===== src/rtl/gpio_mux_pkg.sv =====
package gpio_mux_pkg;
  localparam int PORT_W   = 8;
  localparam int ADDR_W   = 2;
  localparam int SYNC_LEN = 2;

  // Fixed pin groups claimed by the serial peripherals
  localparam int SPI_LO   = 4;
  localparam int SPI_W    = 4;
  localparam int U1_RX    = 2;
  localparam int U1_TX    = 3;
  localparam int U0_RX    = 0;
  localparam int U0_TX    = 1;

  typedef enum logic [ADDR_W-1:0] {
    ADR_DATA = 2'd0,
    ADR_DIR  = 2'd1,
    ADR_IN   = 2'd2,
    ADR_NONE = 2'd3
  } reg_addr_e;
endpackage


===== src/rtl/gpio_sync.sv =====
module gpio_sync #(
  parameter int W      = 8,
  parameter int STAGES = 2
) (
  input  logic         clk,
  input  logic         rst_n,
  input  logic [W-1:0] din,
  output logic [W-1:0] dout
);
  logic [W-1:0] chain_q [STAGES];
  logic [W-1:0] chain_d [STAGES];

  always_comb begin
    chain_d[0] = din;
    for (int i = 1; i < STAGES; i++) chain_d[i] = chain_q[i-1];
  end

  always_ff @(posedge clk or negedge rst_n) begin
    if (!rst_n) begin
      for (int i = 0; i < STAGES; i++) chain_q[i] <= '0;
    end else begin
      for (int i = 0; i < STAGES; i++) chain_q[i] <= chain_d[i];
    end
  end

  assign dout = chain_q[STAGES-1];
endmodule


===== src/rtl/gpio_regs.sv =====
module gpio_regs
  import gpio_mux_pkg::*;
(
  input  logic              clk,
  input  logic              rst_n,
  input  logic [ADDR_W-1:0] addr,
  input  logic              we,
  input  logic [PORT_W-1:0] wdata,
  input  logic [PORT_W-1:0] pin_sync,
  output logic [PORT_W-1:0] data_q,
  output logic [PORT_W-1:0] dir_q,
  output logic [PORT_W-1:0] rdata
);
  logic              data_en, dir_en;
  logic [PORT_W-1:0] data_d, dir_d;

  assign data_en = we && (addr == ADR_DATA);
  assign dir_en  = we && (addr == ADR_DIR);

  always_comb begin
    data_d = data_en ? wdata : data_q;
    dir_d  = dir_en  ? wdata : dir_q;
  end

  // Output data register keeps its contents across reset
  always_ff @(posedge clk) begin
    data_q <= data_d;
  end

  always_ff @(posedge clk or negedge rst_n) begin
    if (!rst_n) dir_q <= '0;
    else        dir_q <= dir_d;
  end

  always_comb begin
    case (addr)
      ADR_DATA: rdata = (dir_q & data_q) | (~dir_q & pin_sync);
      ADR_DIR:  rdata = dir_q;
      ADR_IN:   rdata = pin_sync;
      default:  rdata = '0;
    endcase
  end

  a_r2_dir_write: assert property (@(posedge clk) disable iff (!rst_n)
    (we && addr == ADR_DIR) |=> (dir_q == $past(wdata)));

  a_r4_ro_write_ignored: assert property (@(posedge clk) disable iff (!rst_n)
    (we && (addr == ADR_IN || addr == ADR_NONE)) |=> $stable(dir_q));

  a_r4_unused_reads_zero: assert property (@(posedge clk) disable iff (!rst_n)
    (addr == ADR_NONE) |-> (rdata == '0));
endmodule


===== src/rtl/gpio_pin_mux.sv =====
module gpio_pin_mux
  import gpio_mux_pkg::*;
(
  input  logic              clk,
  input  logic              rst_n,
  input  logic [PORT_W-1:0] data_q,
  input  logic [PORT_W-1:0] dir_q,
  input  logic              spi_en,
  input  logic              spi_master,
  input  logic [SPI_W-1:0]  spi_drv,
  input  logic              uart1_en,
  input  logic              uart1_txd,
  input  logic              uart0_en,
  input  logic              uart0_txd,
  output logic [PORT_W-1:0] pin_out,
  output logic [PORT_W-1:0] pin_oe
);
  logic [PORT_W-1:0] per_own, per_oe, per_val;

  for (genvar p = 0; p < PORT_W; p++) begin : g_pin
    if (p >= SPI_LO && p < SPI_LO + SPI_W) begin : g_spi
      // lowest pin of the group is master-in: input for a master
      assign per_own[p] = spi_en;
      assign per_val[p] = spi_drv[p-SPI_LO];
      assign per_oe[p]  = (p == SPI_LO) ? !spi_master : spi_master;
    end else if (p == U1_TX || p == U1_RX) begin : g_u1
      assign per_own[p] = uart1_en;
      assign per_val[p] = (p == U1_TX) ? uart1_txd : 1'b0;
      assign per_oe[p]  = (p == U1_TX);
    end else if (p == U0_TX || p == U0_RX) begin : g_u0
      assign per_own[p] = uart0_en;
      assign per_val[p] = (p == U0_TX) ? uart0_txd : 1'b0;
      assign per_oe[p]  = (p == U0_TX);
    end else begin : g_free
      assign per_own[p] = 1'b0;
      assign per_val[p] = 1'b0;
      assign per_oe[p]  = 1'b0;
    end
    assign pin_out[p] = per_own[p] ? per_val[p] : data_q[p];
    assign pin_oe[p]  = per_own[p] ? per_oe[p]  : dir_q[p];
  end

  a_r7_spi_master_dirs: assert property (@(posedge clk) disable iff (!rst_n)
    (spi_en && spi_master) |-> (pin_oe[SPI_LO+SPI_W-1:SPI_LO] == 4'b1110));

  a_r7_spi_slave_dirs: assert property (@(posedge clk) disable iff (!rst_n)
    (spi_en && !spi_master) |-> (pin_oe[SPI_LO+SPI_W-1:SPI_LO] == 4'b0001));

  a_r8_rx_pins_input: assert property (@(posedge clk) disable iff (!rst_n)
    ((uart1_en && pin_oe[U1_RX]) || (uart0_en && pin_oe[U0_RX])) |-> 1'b0);

  a_r8_tx_drive: assert property (@(posedge clk) disable iff (!rst_n)
    uart1_en |-> (pin_oe[U1_TX] && pin_out[U1_TX] == uart1_txd));
endmodule


===== src/rtl/gpio_mux_port.sv =====
module gpio_mux_port
  import gpio_mux_pkg::*;
(
  input  logic              clk,
  input  logic              rst_n,
  input  logic [ADDR_W-1:0] bus_addr,
  input  logic              bus_we,
  input  logic [PORT_W-1:0] bus_wdata,
  output logic [PORT_W-1:0] bus_rdata,
  input  logic              spi_en,
  input  logic              spi_master,
  input  logic [SPI_W-1:0]  spi_drv,
  output logic [SPI_W-1:0]  spi_smp,
  input  logic              uart1_en,
  input  logic              uart1_txd,
  output logic              uart1_rxd,
  input  logic              uart0_en,
  input  logic              uart0_txd,
  output logic              uart0_rxd,
  input  logic [PORT_W-1:0] pin_in,
  output logic [PORT_W-1:0] pin_out,
  output logic [PORT_W-1:0] pin_oe
);
  logic              rst_n_int;
  logic [PORT_W-1:0] pin_sync, data_q, dir_q;

  // Reset: asserted at once, released after two clocks
  gpio_sync #(.W(1), .STAGES(SYNC_LEN)) u_rst_sync (
    .clk(clk), .rst_n(rst_n), .din(1'b1), .dout(rst_n_int)
  );

  gpio_sync #(.W(PORT_W), .STAGES(SYNC_LEN)) u_pin_sync (
    .clk(clk), .rst_n(rst_n_int), .din(pin_in), .dout(pin_sync)
  );

  gpio_regs u_regs (
    .clk(clk), .rst_n(rst_n_int), .addr(bus_addr), .we(bus_we),
    .wdata(bus_wdata), .pin_sync(pin_sync), .data_q(data_q),
    .dir_q(dir_q), .rdata(bus_rdata)
  );

  gpio_pin_mux u_mux (
    .clk(clk), .rst_n(rst_n_int), .data_q(data_q), .dir_q(dir_q),
    .spi_en(spi_en), .spi_master(spi_master), .spi_drv(spi_drv),
    .uart1_en(uart1_en), .uart1_txd(uart1_txd),
    .uart0_en(uart0_en), .uart0_txd(uart0_txd),
    .pin_out(pin_out), .pin_oe(pin_oe)
  );

  assign spi_smp   = pin_sync[SPI_LO+SPI_W-1:SPI_LO];
  assign uart1_rxd = pin_sync[U1_RX];
  assign uart0_rxd = pin_sync[U0_RX];

  a_r6_gpio_dir_follows: assert property (@(posedge clk) disable iff (!rst_n_int)
    !(spi_en || uart1_en || uart0_en) |-> (pin_oe == dir_q));

  a_r1_idle_after_reset: assert property (@(posedge clk) disable iff (!rst_n_int)
    ($rose(rst_n_int) && !(spi_en || uart1_en || uart0_en)) |-> (pin_oe == '0));
endmodule


===== config.mk =====
export PLATFORM = sky130hd
export DESIGN_NAME = gpio_mux_port
export DESIGN_NICKNAME = d
export VERILOG_FILES = /design/src/rtl/gpio_mux_pkg.sv /design/src/rtl/gpio_sync.sv /design/src/rtl/gpio_regs.sv /design/src/rtl/gpio_pin_mux.sv /design/src/rtl/gpio_mux_port.sv
export SDC_FILE = /design/constraint.sdc
export NUM_CORES = 1
export LEC_CHECK = 0
export BUFFER_PORTS_ARGS = -buffer_cell sky130_fd_sc_hd__buf_2
export CAP_MARGIN = 15
export CORE_UTILIZATION = 35
export DETAILED_ROUTE_END_ITERATION = 10
export GPL_TIMING_DRIVEN = 0
export PLACE_DENSITY = 0.66
export SETUP_SLACK_MARGIN = 0.3
export SYNTH_ARGS = -nofsm -noshare
export SYNTH_HDL_FRONTEND = slang
export SYNTH_SLANG_ARGS = --single-unit

===== constraint.sdc =====
create_clock -name clk -period 2.1 [get_ports clk]
set_input_delay 0.42 -clock clk [delete_from_list [all_inputs] [get_ports clk]]
set_output_delay 0.42 -clock clk [all_outputs]
set_load 0.005 [all_outputs]

# Word-level counts from Yosys, hierarchy flattened
# Cells that the tools add are included.
# word_totals
word_cells	33
reg_bits	34
input_bits	31
# op_classes
n_bitwise	4
n_mux	17
reduce_logical	4
eq_ne	2
# op_table
op	n
8-bit one-hot mux with 3 select lines	1
8-bit bitwise AND	2
1-bit two-way mux	16
8-bit inverter	1
8-bit bitwise OR	1
2-bit by 1-bit == test with 1-bit output, second input constant	1
2-bit == test, second input constant	1
1-bit logical AND	2
2-bit logical NOT	1
1-bit logical NOT	1

# Logic depth before layout (Yosys ltp)
# depth
ltp_word	4
ltp_mapped	4

# Hierarchy
# From an unflattened synthesis, not the netlist that was laid out.
# unflattened
hier_cells	101
hier_area_um2	1427.6
# modules_own_cells
mod	instances	seq_area_each_um2	cells_each	area_per_inst_um2
gpio_regs	1	440.4	60	798.3
gpio_sync (u_pin_sync)	1	400.4	16	400.4
gpio_pin_mux	1	0.0	22	175.2
gpio_sync (u_rst_sync)	1	50.0	2	50.0
gpio_mux_port	1	0.0	1	3.8

# Worst setup path after synthesis
# Ideal clock, no wire load.
# synth_path
path_kind	input to register
start	input port bus_addr[0]
end	register u_regs.data_q[0], enable pin
cell_stages	3
arrival_ns	1.427
path_slack_ns	0.288
n_path_buf	2
setup_ns	0.385
path_cell_list	buf_2 buf_2 nor3b_1
# synth_via
elab_chain_len	2
# synth_lines
item	line_no	text
start, declared	gpio_mux_port.sv:6	input logic [ADDR_W-1:0] bus_addr,
2-bit logical NOT	gpio_regs.sv:17	assign data_en = we && (addr == ADR_DATA);
1-bit logical AND	gpio_regs.sv:17	
via u_regs.data_en	gpio_regs.sv:14	logic data_en, dir_en;
end signal, assigned	gpio_regs.sv:27	data_q <= data_d;
end, declared	gpio_regs.sv:10	output logic [PORT_W-1:0] data_q,
# The timed path passes the listed nets, and every way through them passes these cells.
# A chain may end at the register's enable or synchronous reset.

# Worst setup path after layout
# layout_path
start	input port bus_addr[0]
end	output port bus_rdata[0]
# layout_via
elab_chain_len	2
word_cells_on_any_way	4
classes_between	2 x eq/ne; 1 x mux; 1 x reduce/logical
# layout_lines
item	line_no	text
2-bit == test (tied with other cells)	gpio_regs.sv:36	case (addr)
8-bit one-hot mux with 3 select lines *	gpio_regs.sv:36	
end, declared	gpio_mux_port.sv:9	output logic [PORT_W-1:0] bus_rdata,
# Every way passes the cells marked *; elsewhere a longest branch is shown, timed or not.

==> out/qor.yml <==
period_share_pct: 79.3
clockBufferDepth: 2
power_frac_comb_pct: 15.7
grt_util_met3_pct: 6.21
nets: 201
rows: 22
drive_above_1_share_pct: 56.1
required_ns: 1.68
start_util_pct: 37.6
hold_depth: 1
synthArstFlopShare_pct: 76.5
first_iter_violations: 10
synth_top_family_by_area: "multiplexers"
leakage_nw: 0.910
cp-end-kind: "primary output"
cp_common_cell: "buf_2"
syn_to_final_growth_pct: 31.1
postCtsSetupBuffers: 0
synth_cells: 104
stdcell_area_um2: 1880
cts_tree: "done"
slew_viol_final: 0
hold_violations: 0
p_int_w: 0.00110
placed_area_um2: 1790
diodes: 0
antenna_left: 0
synthSimpleGateAreaFrac_pct: 15.3
hp-class: "in2reg"
r2r_cells: 0
worstSkewPairLatency_ns: 0.27
r2r-end: "u_pin_sync.dout[1]"
start_kind: "input pin"
drc_errors: 0
ys_types: 18
die_area_um2: 4350
use_met1_pct: 15.6
worstHoldEndpoint: "u_pin_sync.chain_d[3]"
period_needed_ns: 1.67
die_w_um: 65.9
reg2reg_from: "u_rst_sync.dout"
power.density_nw_per_um2: 761
ys.flop_type: "dfrtp_1"
syn_area_per_cell_um2: 13.8
vias_per_cell: 4.36
grt_max_degree: 25
hp-start: "pin_in[3]"
grt_pass1_wl_um: 4540
swShare_pct: 22.6
ir_worst_vdd_v: 0.000470
fillCellCount: 370
synth_fa_ha_area_share_pct: 0
drt_pre_antenna_iters: 4
synth_warnings: 0
slew_headroom_pct: 38.3
finalSetupViolations: 0
htree_num_levels: 2
clock-root-buffer: "clkbuf_8"
met2_usage_pct: 25.5
grt_overflow: 0
ios: 61
clkSinkCount: 34
synth_xor_area_share_pct: 0
crit_chain: "buf_2 > buf_2 > nor2_1 > mux2i_1 > buf_2"
grt_pass1_vias: 1017
seq_area_frac_synth_pct: 62.3
top_usage_layer: "met2"
numCtsBuffers: 5
post_cts_resized: 0
synth-edff-count: 8
antenna_found_initial: 0
crit_fanout: 10
seqPwrFrac_pct: 54.0
totalWireLength_um: 2780
syn-num-nets: 135
crit_type: "in2out"
finClkSkew_ns: 0.00449
clk_pin_slew_ns: 0.06
routedWlPerCell_um: 12.7
synth_compound_area_share_pct: 1.57
core_area_um2: 3800
num_vias: 954
p_switching_w: 0.000322
ff2ff_setup_slack_ns: 1.15
critical-path-top-delay-family: "buffers and inverters"
max_cap_violations: 0
status: "finished clean"
place_congestion: 0.763
tns_ns: 0
fp.dieH_um: 65.9
cp_slowest_cell: "buf_2"
critPathBufInv: 3
synth_seq_cells: 34
power_frac_clock_pct: 30.3
arrival_ns: 1.25
tightest_slew_ns: 0.925
track_usage_pct: 14.6
rsz0062_at_grt: "false"
syn_area_um2: 1430
io_buffers: 58
synth_mux_area_share_pct: 16.6
dpl.hpwl_um: 2130
timing.fmax_mhz: 600
max_stage_delay_ns: 0.27
==> power groups by stage <==
stage | clock [W] | combinational (W) | sequential [W]
final | 0.000433 | 0.000224 | 0.000770
after CTS | 0.000454 | 0.000227 | 0.000771
after detailed placement | 0 | 0.000226 | 0.000784
after floorplan | 0 | 0.000130 | 0.000771
after global routing | 0.000497 | 0.000248 | 0.000778
after global placement | 0 | 0.000220 | 0.000780
==> per-layer routing <==
| layer | wire, um | share of wire [%] | vias up |
|---|---|---|---|
| met5 | 0 | 0 | - |
| met4 | 13 | 0.47 | 0 |
| met3 | 164 | 5.9 | 2 |
| met2 | 1490 | 53 | 28 |
| met1 | 1120 | 40 | 454 |
| li1 | - | - | 470 |
==> logic make-up after synthesis <==
logic type | count (synthesis)
and+or+nand+nor | 33
AOI/OAI and AO/OA | 4
buffers and inverters | 10
DFF | 34
muxes | 22
other | 1
==> layout by cell type (no fill, tap or decap), drive strengths merged <==
master,n
buf,65
edfxtp,8
mux2i,8
nor3b,1
dfrtp,26
o21a,1
dlygate4sd3,1
nor2,8
or2,2
clkbuf,8
nand3b,1
mux2,14
nand2b,8
and2b,8
inv,3
nor2b,4
conb,1
o21ai,3
nand2,1
==> flip-flops by register name (all words and copies together) (netlist names) <==
signal,count
u_pin_sync.chain_d,8
u_rst_sync.dout,1
u_regs.data_q,8
u_pin_sync.dout,8
u_regs.dir_q,8
u_rst_sync.chain_d,1
==> synthesized netlist by cell type (2+ instances only) <==
cell type   n  area [um2]
and2b_2     8        70.1
buf_2       3        15.0
buf_4       4        30.0
dfrtp_1    26         651
edfxtp_1    8         240
inv_1       3        11.3
mux2_2     14         158
mux2i_1     8        80.1
nand2b_1    8        50.1
nor2_1      8        30.0
nor2b_1     4        25.0
o21ai_0     3        15.0
or2_2       2        12.5
==> worst max path at each step <==
stage | start | end | cells after the start
3_5_place_dp | bus_addr[0] | u_regs.data_q[3] | 3
3_3_place_gp | bus_addr[0] | u_regs.data_q[4] | 3
6_report | bus_addr[0] | bus_rdata[0] | 5
5_1_grt | bus_addr[0] | bus_rdata[0] | 5
4_1_cts | bus_addr[0] | bus_rdata[0] | 5
2_1_floorplan | bus_addr[0] | u_regs.data_q[0] | 3
==> per-stage QoR <==
step | utilization, % | power (W) | setup slack, ns | std cells | hold slack, ns
floorplan | - | 0.000900 | 0.565 | 104 | 0.124
CTS | 49.4 | 0.00145 | 0.419 | 219 | 0.239
global placement | 47.0 | 0.00100 | 0.244 | 210 | 0.205
detailed placement | 47.0 | 0.00101 | 0.205 | 210 | 0.207
global route | 49.4 | 0.00152 | 0.324 | 219 | 0.223
finish | 49.4 | 0.00143 | 0.434 | 219 | 0.253
==> layout make-up <==
class,instances,area [um2],share of cell area (%)
sequential,34,891,47.5
multi-input combinational,60,488,26.0
timing repair buffer,59,300,16.0
clock buffer,8,80.1,4.27
tap,48,60.1,3.20
buffer,7,45.0,2.40
inverter,3,11.3,0.600
==> repair_timing <==
action	in CTS	in global routing
hold buffers	1	0
setup endpoints to repair	0	0
hold endpoints to repair	2	0
Note: power is estimated with default switching activity, not from simulation.
